### src/rtl/sbsram_pkg.sv
package sbsram_pkg;

    typedef enum logic {
        ORD_LINEAR     = 1'b0,
        ORD_INTERLEAVE = 1'b1
    } burst_order_e;

    typedef enum logic [1:0] {
        ACC_NONE  = 2'd0,
        ACC_READ  = 2'd1,
        ACC_WRITE = 2'd2
    } acc_kind_e;

    typedef struct packed {
        logic       on;
        logic [1:0] cnt;
    } burst_st_t;

    function automatic logic [1:0] burst_lo(input logic [1:0] start,
                                            input logic [1:0] cnt,
                                            input burst_order_e ord);
        logic [1:0] r;
        if (ord == ORD_INTERLEAVE) r = start ^ cnt;
        else                       r = start + cnt;
        return r;
    endfunction

endpackage

### src/rtl/sbsram_ctrl.sv
module sbsram_ctrl
    import sbsram_pkg::*;
#(
    parameter int ADDR_W = 6,
    parameter int LANES  = 4
) (
    input  logic              clk,
    input  logic              rst,
    input  logic [ADDR_W-1:0] addr_i,
    input  logic              pstb_n,
    input  logic              cstb_n,
    input  logic              adv_n,
    input  logic              sel0_n,
    input  logic              sel1,
    input  logic              sel2_n,
    input  logic [LANES-1:0]  lane_we_n,
    input  logic              lane_qual_n,
    input  logic              all_we_n,
    input  logic              order_i,
    output logic [ADDR_W-1:0] acc_addr_o,
    output logic [LANES-1:0]  acc_wmask_o,
    output acc_kind_e         acc_kind_o
);

    logic [ADDR_W-1:0] base_q, base_n;
    burst_st_t         st_q, st_n;
    logic              strobe;
    logic              chip_on;
    logic [LANES-1:0]  mask;

    assign strobe  = !pstb_n || !cstb_n;
    assign chip_on = !sel0_n && sel1 && !sel2_n;

    always_comb begin
        st_n   = st_q;
        base_n = base_q;
        if (strobe) begin
            base_n = addr_i;
            st_n.on  = chip_on;
            st_n.cnt = 2'd0;
        end else if (!adv_n) begin
            st_n.cnt = st_q.cnt + 2'd1;
        end
    end

    always_comb begin
        mask = '0;
        if (st_n.on && pstb_n) begin
            if (!all_we_n)         mask = '1;
            else if (!lane_qual_n) mask = ~lane_we_n;
        end
    end

    always_comb begin
        acc_addr_o  = {base_n[ADDR_W-1:2],
                       burst_lo(base_n[1:0], st_n.cnt, burst_order_e'(order_i))};
        acc_wmask_o = mask;
        if (!st_n.on)      acc_kind_o = ACC_NONE;
        else if (|mask)    acc_kind_o = ACC_WRITE;
        else               acc_kind_o = ACC_READ;
    end

    always_ff @(posedge clk) begin
        if (rst) begin
            base_q <= '0;
            st_q   <= '{on: 1'b0, cnt: 2'd0};
        end else begin
            base_q <= base_n;
            st_q   <= st_n;
        end
    end

endmodule

### src/rtl/sbsram_array.sv
module sbsram_array
    import sbsram_pkg::*;
#(
    parameter int ADDR_W = 6,
    parameter int LANES  = 4,
    parameter int LANE_W = 9
) (
    input  logic                    clk,
    input  logic                    rst,
    input  logic [ADDR_W-1:0]       acc_addr_i,
    input  logic [LANES-1:0]        acc_wmask_i,
    input  acc_kind_e               acc_kind_i,
    input  logic [LANES*LANE_W-1:0] wdata_i,
    output logic [LANES*LANE_W-1:0] rdata_o,
    output logic                    rvld_o
);

    localparam int DATA_W = LANES * LANE_W;
    localparam int DEPTH  = 1 << ADDR_W;

    logic [DATA_W-1:0] mem [DEPTH];

    always_ff @(posedge clk) begin
        if (rst) begin
            for (int i = 0; i < DEPTH; i++) mem[i] <= '0;
            rdata_o <= '0;
            rvld_o  <= 1'b0;
        end else begin
            if (acc_kind_i == ACC_WRITE) begin
                for (int l = 0; l < LANES; l++) begin
                    if (acc_wmask_i[l])
                        mem[acc_addr_i][l*LANE_W +: LANE_W] <= wdata_i[l*LANE_W +: LANE_W];
                end
            end
            if (acc_kind_i == ACC_READ) rdata_o <= mem[acc_addr_i];
            rvld_o <= (acc_kind_i == ACC_READ);
        end
    end

endmodule

### src/rtl/sbsram_outpipe.sv
module sbsram_outpipe #(
    parameter int DATA_W = 36
) (
    input  logic              clk,
    input  logic              rst,
    input  logic [DATA_W-1:0] rdata_i,
    input  logic              rvld_i,
    input  logic              oe_n,
    output logic [DATA_W-1:0] q_o,
    output logic              q_valid_o
);

    logic [DATA_W-1:0] q_q;
    logic              v_q;

    always_ff @(posedge clk) begin
        if (rst) begin
            q_q <= '0;
            v_q <= 1'b0;
        end else begin
            q_q <= rdata_i;
            v_q <= rvld_i;
        end
    end

    assign q_o       = q_q;
    assign q_valid_o = v_q && !oe_n;

endmodule

### src/rtl/sbsram_top.sv
module sbsram_top
    import sbsram_pkg::*;
#(
    parameter int ADDR_W = 6,
    parameter int LANES  = 4,
    parameter int LANE_W = 9
) (
    input  logic                    clk,
    input  logic                    rst,
    input  logic [ADDR_W-1:0]       addr_i,
    input  logic [LANES*LANE_W-1:0] wdata_i,
    input  logic                    pstb_n,
    input  logic                    cstb_n,
    input  logic                    adv_n,
    input  logic                    sel0_n,
    input  logic                    sel1,
    input  logic                    sel2_n,
    input  logic [LANES-1:0]        lane_we_n,
    input  logic                    lane_qual_n,
    input  logic                    all_we_n,
    input  logic                    oe_n,
    input  logic                    order_i,
    output logic [LANES*LANE_W-1:0] q_o,
    output logic                    q_valid_o
);

    localparam int DATA_W = LANES * LANE_W;

    logic [ADDR_W-1:0] acc_addr;
    logic [LANES-1:0]  acc_wmask;
    acc_kind_e         acc_kind;
    logic [DATA_W-1:0] rdata;
    logic              rvld;

    sbsram_ctrl #(.ADDR_W(ADDR_W), .LANES(LANES)) ctrl_i (
        .clk(clk), .rst(rst), .addr_i(addr_i),
        .pstb_n(pstb_n), .cstb_n(cstb_n), .adv_n(adv_n),
        .sel0_n(sel0_n), .sel1(sel1), .sel2_n(sel2_n),
        .lane_we_n(lane_we_n), .lane_qual_n(lane_qual_n),
        .all_we_n(all_we_n), .order_i(order_i),
        .acc_addr_o(acc_addr), .acc_wmask_o(acc_wmask), .acc_kind_o(acc_kind)
    );

    sbsram_array #(.ADDR_W(ADDR_W), .LANES(LANES), .LANE_W(LANE_W)) array_i (
        .clk(clk), .rst(rst),
        .acc_addr_i(acc_addr), .acc_wmask_i(acc_wmask), .acc_kind_i(acc_kind),
        .wdata_i(wdata_i), .rdata_o(rdata), .rvld_o(rvld)
    );

    sbsram_outpipe #(.DATA_W(DATA_W)) out_i (
        .clk(clk), .rst(rst), .rdata_i(rdata), .rvld_i(rvld),
        .oe_n(oe_n), .q_o(q_o), .q_valid_o(q_valid_o)
    );

endmodule

### config.mk
export PLATFORM = sky130hd
export DESIGN_NAME = sbsram_top
export DESIGN_NICKNAME = d
export VERILOG_FILES = /design/src/rtl/sbsram_pkg.sv /design/src/rtl/sbsram_ctrl.sv /design/src/rtl/sbsram_array.sv /design/src/rtl/sbsram_outpipe.sv /design/src/rtl/sbsram_top.sv
export SDC_FILE = /design/constraint.sdc
export NUM_CORES = 2
export LEC_CHECK = 0
export BUFFER_PORTS_ARGS = -buffer_cell sky130_fd_sc_hd__buf_2
export CAP_MARGIN = 20
export CORE_ASPECT_RATIO = 1.5
export CORE_UTILIZATION = 52
export DETAILED_ROUTE_END_ITERATION = 10
export PLACE_DENSITY_LB_ADDON = 0.3
export SETUP_SLACK_MARGIN = 0.3
export SYNTH_ARGS = -nofsm -noshare
export SYNTH_HDL_FRONTEND = slang
export SYNTH_SLANG_ARGS = --single-unit
export TNS_END_PERCENT = 100
### constraint.sdc
create_clock -name clk -period 6.4 [get_ports clk]
set_input_delay 1.28 -clock clk [delete_from_list [all_inputs] [get_ports clk]]
set_output_delay 1.28 -clock clk [all_outputs]
set_load 0.005 [all_outputs]
Word level (Yosys, flattened, before mapping)
Memory sizes are Yosys's and may differ from the RTL's. A register that Yosys moved wholly into a read port is not among the register bits.
Index checks and enable logic that the tools add are counted.
- add/subtract/negate cells: 2
- equality and inequality tests: 2
- mux-type cells: 31
- bitwise operators: 2
- reductions and logical operators: 12
- operator list (cell ; count):
    $mux W36 ; 1
    $reduce_or A36 Y1 ; 1
    $mux W1 ; 19
    $mux W4 ; 4
    $mux W6 ; 2
    $mux W2 ; 5
    $logic_not A1 Y1 ; 5
    $logic_and A1 B1 Y1 ; 4
    $not A4 Y4 ; 1
    $reduce_or A4 Y1 ; 1
    $add A2 B1 Y2 const B ; 1
    $add A2 B2 Y2 ; 1
    $eq A2 B1 Y1 const B ; 1
    $eq A2 B2 Y1 const B ; 1
    $xor A2 B2 Y2 ; 1
    $logic_or A1 B1 Y1 ; 1
- flip-flop bits (word level): 47
- bits in writable memories: 2304
- output and inout port bits: 37
- memories: 1
- memories (memory ; words ; bits a word ; rd ports ; clocked after Yosys merged registers in ; write ports ; RTL line ; RTL):
    array_i.mem ; 64 ; 36 ; 1 ; 1 ; 64 ; sbsram_array.sv:21 ; logic [DATA_W-1:0] mem [DEPTH];

Logic depth before layout (Yosys ltp)
- depth after elaboration: 15
- depth in mapped cells: 22

Hierarchy
From an unflattened synthesis, not the netlist that was laid out.
- cells, all modules: 8159
- area total of the unflattened synthesis: 109576.3 µm²
- modules (own cells, without submodules) (module ; instances ; cells each ; area an instance (µm²) ; sequential area each (µm²)):
    sbsram_array ; 1 ; 8020 ; 107974.8 ; 69927.1
    sbsram_outpipe ; 1 ; 78 ; 1029.7 ; 740.7
    sbsram_ctrl ; 1 ; 61 ; 571.8 ; 180.2

Worst setup path after synthesis
Ideal clock, no wire load.
- path type: input port to flip-flop
- from: input port pstb_n
- to: memory array_i.mem[29][0] (enable)
- arrival: 4.645 ns
- data required time: 6.069 ns
- slack: 1.424 ns
- stages: 18
- path through: buf_4 -> and2_1 -> buf_4 -> buf_6 -> buf_2 -> nand2_1 -> nand2_1 -> ha_1 -> buf_2 -> buf_2 -> buf_2 -> buf_2 -> buf_2 -> nand2_1 -> nor2_1 -> clkbuf_1 -> buf_1 -> a21o_1
- RTL lines (item ; RTL line ; RTL):
    from (decl) ; sbsram_top.sv:12 ; input logic pstb_n,
    to (decl) ; sbsram_array.sv:21 ;

Worst setup path in the final report
- from: input port pstb_n
- to: register array_i.rdata_o[25], read port of array_i.mem
- elaborated cells between the ends (all ways): 14
- those cells by class: add/sub: 1; eq/ne: 1; mux: 7; bitwise: 1; reduce/logical: 4
- RTL lines (item ; RTL line ; RTL):
    $logic_not A1 Y1 * ; sbsram_ctrl.sv:31 ; assign strobe = !pstb_n || !cstb_n;
    $logic_or A1 B1 Y1 * ; sbsram_ctrl.sv:31 ;
    $mux W6 * ; sbsram_ctrl.sv:37 ; if (strobe) begin
    via ctrl_i.base_n[0] ; sbsram_ctrl.sv:25 ; logic [ADDR_W-1:0] base_q, base_n;
    $add A2 B2 Y2 / $xor A2 B2 Y2 (equally long branches) ; sbsram_pkg.sv:24, sbsram_pkg.sv:23 ;
    $mux W2 * ; sbsram_pkg.sv:23 ; if (ord == ORD_INTERLEAVE) r = start ^ cnt;
    to (decl) ; sbsram_array.sv:14 ; output logic [LANES*LANE_W-1:0] rdata_o,
Mark *: on every way through the listed nets, which the timed path passes. The rest lies on a longest branch.
A chain may end at the register's enable or synchronous reset.

==> PnR_summary.wiki <==
{| class="wikitable"
! Metric !! Value
|-
| Leak pwr || 48.9 nW
|-
| First drt pass iteration count || 10
|-
| Endpoint kind of the worst setup timing path || register
|-
| Result of the run || finished, final reports clean
|-
| Switching power total || 8.51 mW
|-
| Most common cell type on the critical path || nand2_1
|-
| Detailed-route vias per instance || 6.90
|-
| Cell Chain, Critical Path || buf_2 > and2_1 > nand2_1 > nand2_1 > ha_4 > nand2b_1 > xnor2_1 > and3_4 > nor2_8 > buf_4 > mux2_2 > a2111oi_0 > and4_1 > a311oi_1
|-
| # IOs || 95
|-
| Number of hold violations in the final report || 0
|-
| Most frequent standard cell in the layout excluding fill and tap cells || edfxtp_1
|-
| Total number of nets in the final design || 8932
|-
| Clk pwr share || 0.383
|-
| Share of power burned in combinational logic || 0.094
|-
| Async SR Flop Fraction || 0
|-
| Type of the worst setup path || in -> reg
|-
| Post-route design area || 0.123 mm2
|-
| Relative slew slack || 0.128
|-
| Count of pins over their slew limit || 0
|-
| Count of buffers added by post-CTS timing repair for setup || 0
|-
| Filler-free cell count of the finished design || 11900
|-
| Sum of overflow across all layers after global routing || 0
|-
| Area of the mapped netlist || 0.112 mm2
|-
| Number of sinks handled by clock tree synthesis || 2387
|-
| Clk pin slew, worst setup/hold paths || 0.07 ns
|-
| Yosys warns || 0
|-
| Area growth from synthesis to layout || 9.66%
|-
| CTS Hold Bufs || 0
|-
| Final setup fails || 0
|-
| Register bit count reported by yosys || 2387
|-
| Detail-routed net length per standard cell || 34.8 um
|-
| Width of the chip || 381 um
|-
| Starting Density || 0.523
|-
| Sum of buffers and inverters on the critical path || 2
|-
| Detailed Route WL || 414000 um
|-
| DRC violations left || 0
|-
| Wire length of the first global-routing pass || 577000 um
|-
| Worst endpoint required time || 7.13 ns
|-
| FMAX || 0.182 GHz
|-
| Worst path top cell family by delay || simple AND/OR/NAND/NOR gates
|-
| Resize count post-CTS || 0
|-
| Total Die Area || 0.217 mm2
|-
| Net Count, Synth || 9266
|-
| Power density of the placed cells || 278 mW/mm2
|-
| Seq/Total Area, Yosys || 0.633
|-
| Kind of start point of the critical path || input pin
|-
| Sw Ratio || 0.249
|-
| Placed cell areas || 0.116 mm2
|-
| Via count of the first global-routing pass || 78200
|-
| Final min period || 5.50 ns
|-
| Overall fraction of global-route tracks in use || 0.373
|-
| Number of antenna violations at the first check in global routing || 45
|-
| PortBufs || 94
|-
| Clock Root Buffer || clkbuf_16
|-
| Top fanout value on the critical path || 29
|-
| Worst clock skew || 0.0426 ns
|-
| Avg Inst Size Synth || 12.2 um2
|-
| Gate Count Post-Synth || 9207
|-
| Cell Count Post-Placement || 11500
|-
| Critical-path top delay cell || a2111oi_0
|-
| Total number of vias || 82200
|-
| Std-Cell Core Area || 0.214 mm2
|-
| Clock latency at the later pin of the worst-skew pair || 0.92 ns
|-
| Setup repair after global routing missed its margin || false
|-
| Proportion of layout cells with a drive suffix above 1 || 0.126
|-
| Std cell rows || 208
|-
| Vertical extent of the die || 570 um
|-
| Maximum root-to-sink buffer count || 4
|-
| First-iteration detailed-routing DRC count || 13000
|-
| Post-synth EDFFs || 2304
|-
| Sum of net half-perimeters after detailed placement || 272000 um
|-
| Tcrit/Tclk final || 0.859
|-
| Largest net degree at the start of global routing || 161
|-
| Inserted Clock Buffers || 217
|-
| Actual slew at the worst max-slew pin || 1.27 ns
|-
| Clock H-tree levels || 4
|-
| Register-to-register setup slack || 1.37 ns
|-
| CTS tree || built
|-
| Worst min-delay path category || reg -> reg
|-
| Arrival @ worst endpoint || 6.23 ns
|-
| Worst-case vdd ir drop || 240 uV
|-
| Antenna violation net count after detailed routing || 0
|-
| Setup TNS || 0 ns
|-
| Final weighted congestion in routability-driven placement || 0.989
|-
| Dominant synthesized flop cell || edfxtp_1
|-
| Distinct cells, synth || 86
|-
| Max-capacitance violation count || 0
|-
| Commonest cells after routing, fill and taps aside || edfxtp_1, and3_1, and2_1, a21oi_1, o21ai_0
|-
| Sequential cell fraction of total power || 0.522
|-
| CP max stage delay || 1.10 ns
|-
| Cell-internal power || 25.7 mW
|}
-- per-layer routing --
layer / wire, um / GRT usage / vias to the layer above / share of wire
li1: - / - / 33900 / -
met5: 204 / 0 / - / 0.00049
met2: 189000 / 0.587 / 6114 / 0.46
met3: 50300 / 0.0956 / 1662 / 0.12
met1: 132000 / 0.427 / 40500 / 0.32
met4: 42500 / 0.312 / 30 / 0.10
-- through the flow --
stage	hold WS, ns	worst slack [ns]	total power, mW	util
after floorplan	0.414	1.42	19.8	-
after global placement	0.427	-0.0452	21.2	0.540
after detailed placement	0.428	0.244	21.3	0.541
after CTS	0.443	1.15	33.9	0.573
after global routing	0.474	0.931	34.7	0.573
final	0.438	0.904	34.2	0.574
-- layout make-up --
class	instances	area, um2
well taps	2835	3550
diodes	24	60.1
inverters	3	16.3
multi-input cells	5769	37300
clock inverters	94	850
fillers	17000	91200
clock buffers	297	6060
repair buffers	495	4080
flip-flops and latches	2387	70800
-- state kept, by name, indices dropped and copies added, names as in the netlist --
| register | count |
|---|---|
| array_i.mem | 2304 |
| array_i.rdata_o | 36 |
| out_i.q_o | 36 |
| ctrl_i.base_q | 6 |
| ctrl_i.st_q | 3 |
| array_i.rvld_o | 1 |
| out_i.v_q | 1 |
-- worst reg2reg max path, delay by kind of cell (launching register included) --
family / cells / cell delay [ns]
compound gates: 2 / 1.19
buf+inv: 1 / 0.65
mux: 1 / 0.41
xor+xnor: 2 / 0.39
flops: 1 / 0.32
fa+ha+maj: 1 / 0.15
simple gates: 5 / 1.79
-- cells by family after synthesis --
| kind of cell | Yosys count | synth area share |
|---|---|---|
| fa+ha+maj | 1 | 0.000112 |
| mux | 460 | 0.0496 |
| compound gates | 1695 | 0.0919 |
| xor+xnor | 4 | 0.000380 |
| flops | 2387 | 0.633 |
| buf+inv | 1051 | 0.0378 |
| simple gates | 3609 | 0.187 |
-- power groups by stage --
stage          Sequential [mW]  Clock (mW)  Combinational [mW]
4_1_cts                   17.9        13.0                3.08
3_3_place_gp              18.2           0                3.02
5_1_grt                   17.9        13.5                3.24
6_report                  17.9        13.1                3.22
2_1_floorplan             18.1           0                1.71
3_5_place_dp              18.2           0                3.07
-- cell usage after synthesis (78+ instances only) --
library cell | number | area share
nand2_1 | 228 | 0.0076
mux2_2 | 94 | 0.0095
buf_2 | 94 | 0.0042
o21ai_0 | 511 | 0.023
mux2i_1 | 294 | 0.026
or2_2 | 97 | 0.0054
a21o_1 | 169 | 0.011
a2111oi_0 | 84 | 0.0066
clkbuf_1 | 826 | 0.028
nor2_1 | 204 | 0.0068
nor4_1 | 78 | 0.0044
and3_1 | 1454 | 0.081
dfxtp_1 | 83 | 0.015
a21oi_1 | 536 | 0.024
and2_1 | 869 | 0.049
edfxtp_1 | 2304 | 0.62
o22ai_1 | 113 | 0.0063
nand3_1 | 496 | 0.022
buf_1 | 95 | 0.0032
-- path summary, 6_finish.rpt --
path | startpoint | cells past startpoint | endpoint
worst max-delay path | pstb_n | 14 | array_i.rdata_o[25]$_SDFFE_PP0P_
worst min-delay path | array_i.rvld_o$_SDFF_PP0_ | 1 | out_i.v_q$_SDFF_PP0_
worst max register to register | ctrl_i.st_q[0]$_SDFF_PP0_ | 12 | array_i.rdata_o[25]$_SDFFE_PP0P_
worst min register to register | array_i.rvld_o$_SDFF_PP0_ | 1 | out_i.v_q$_SDFF_PP0_
Power figures use the tool's default switching activity.
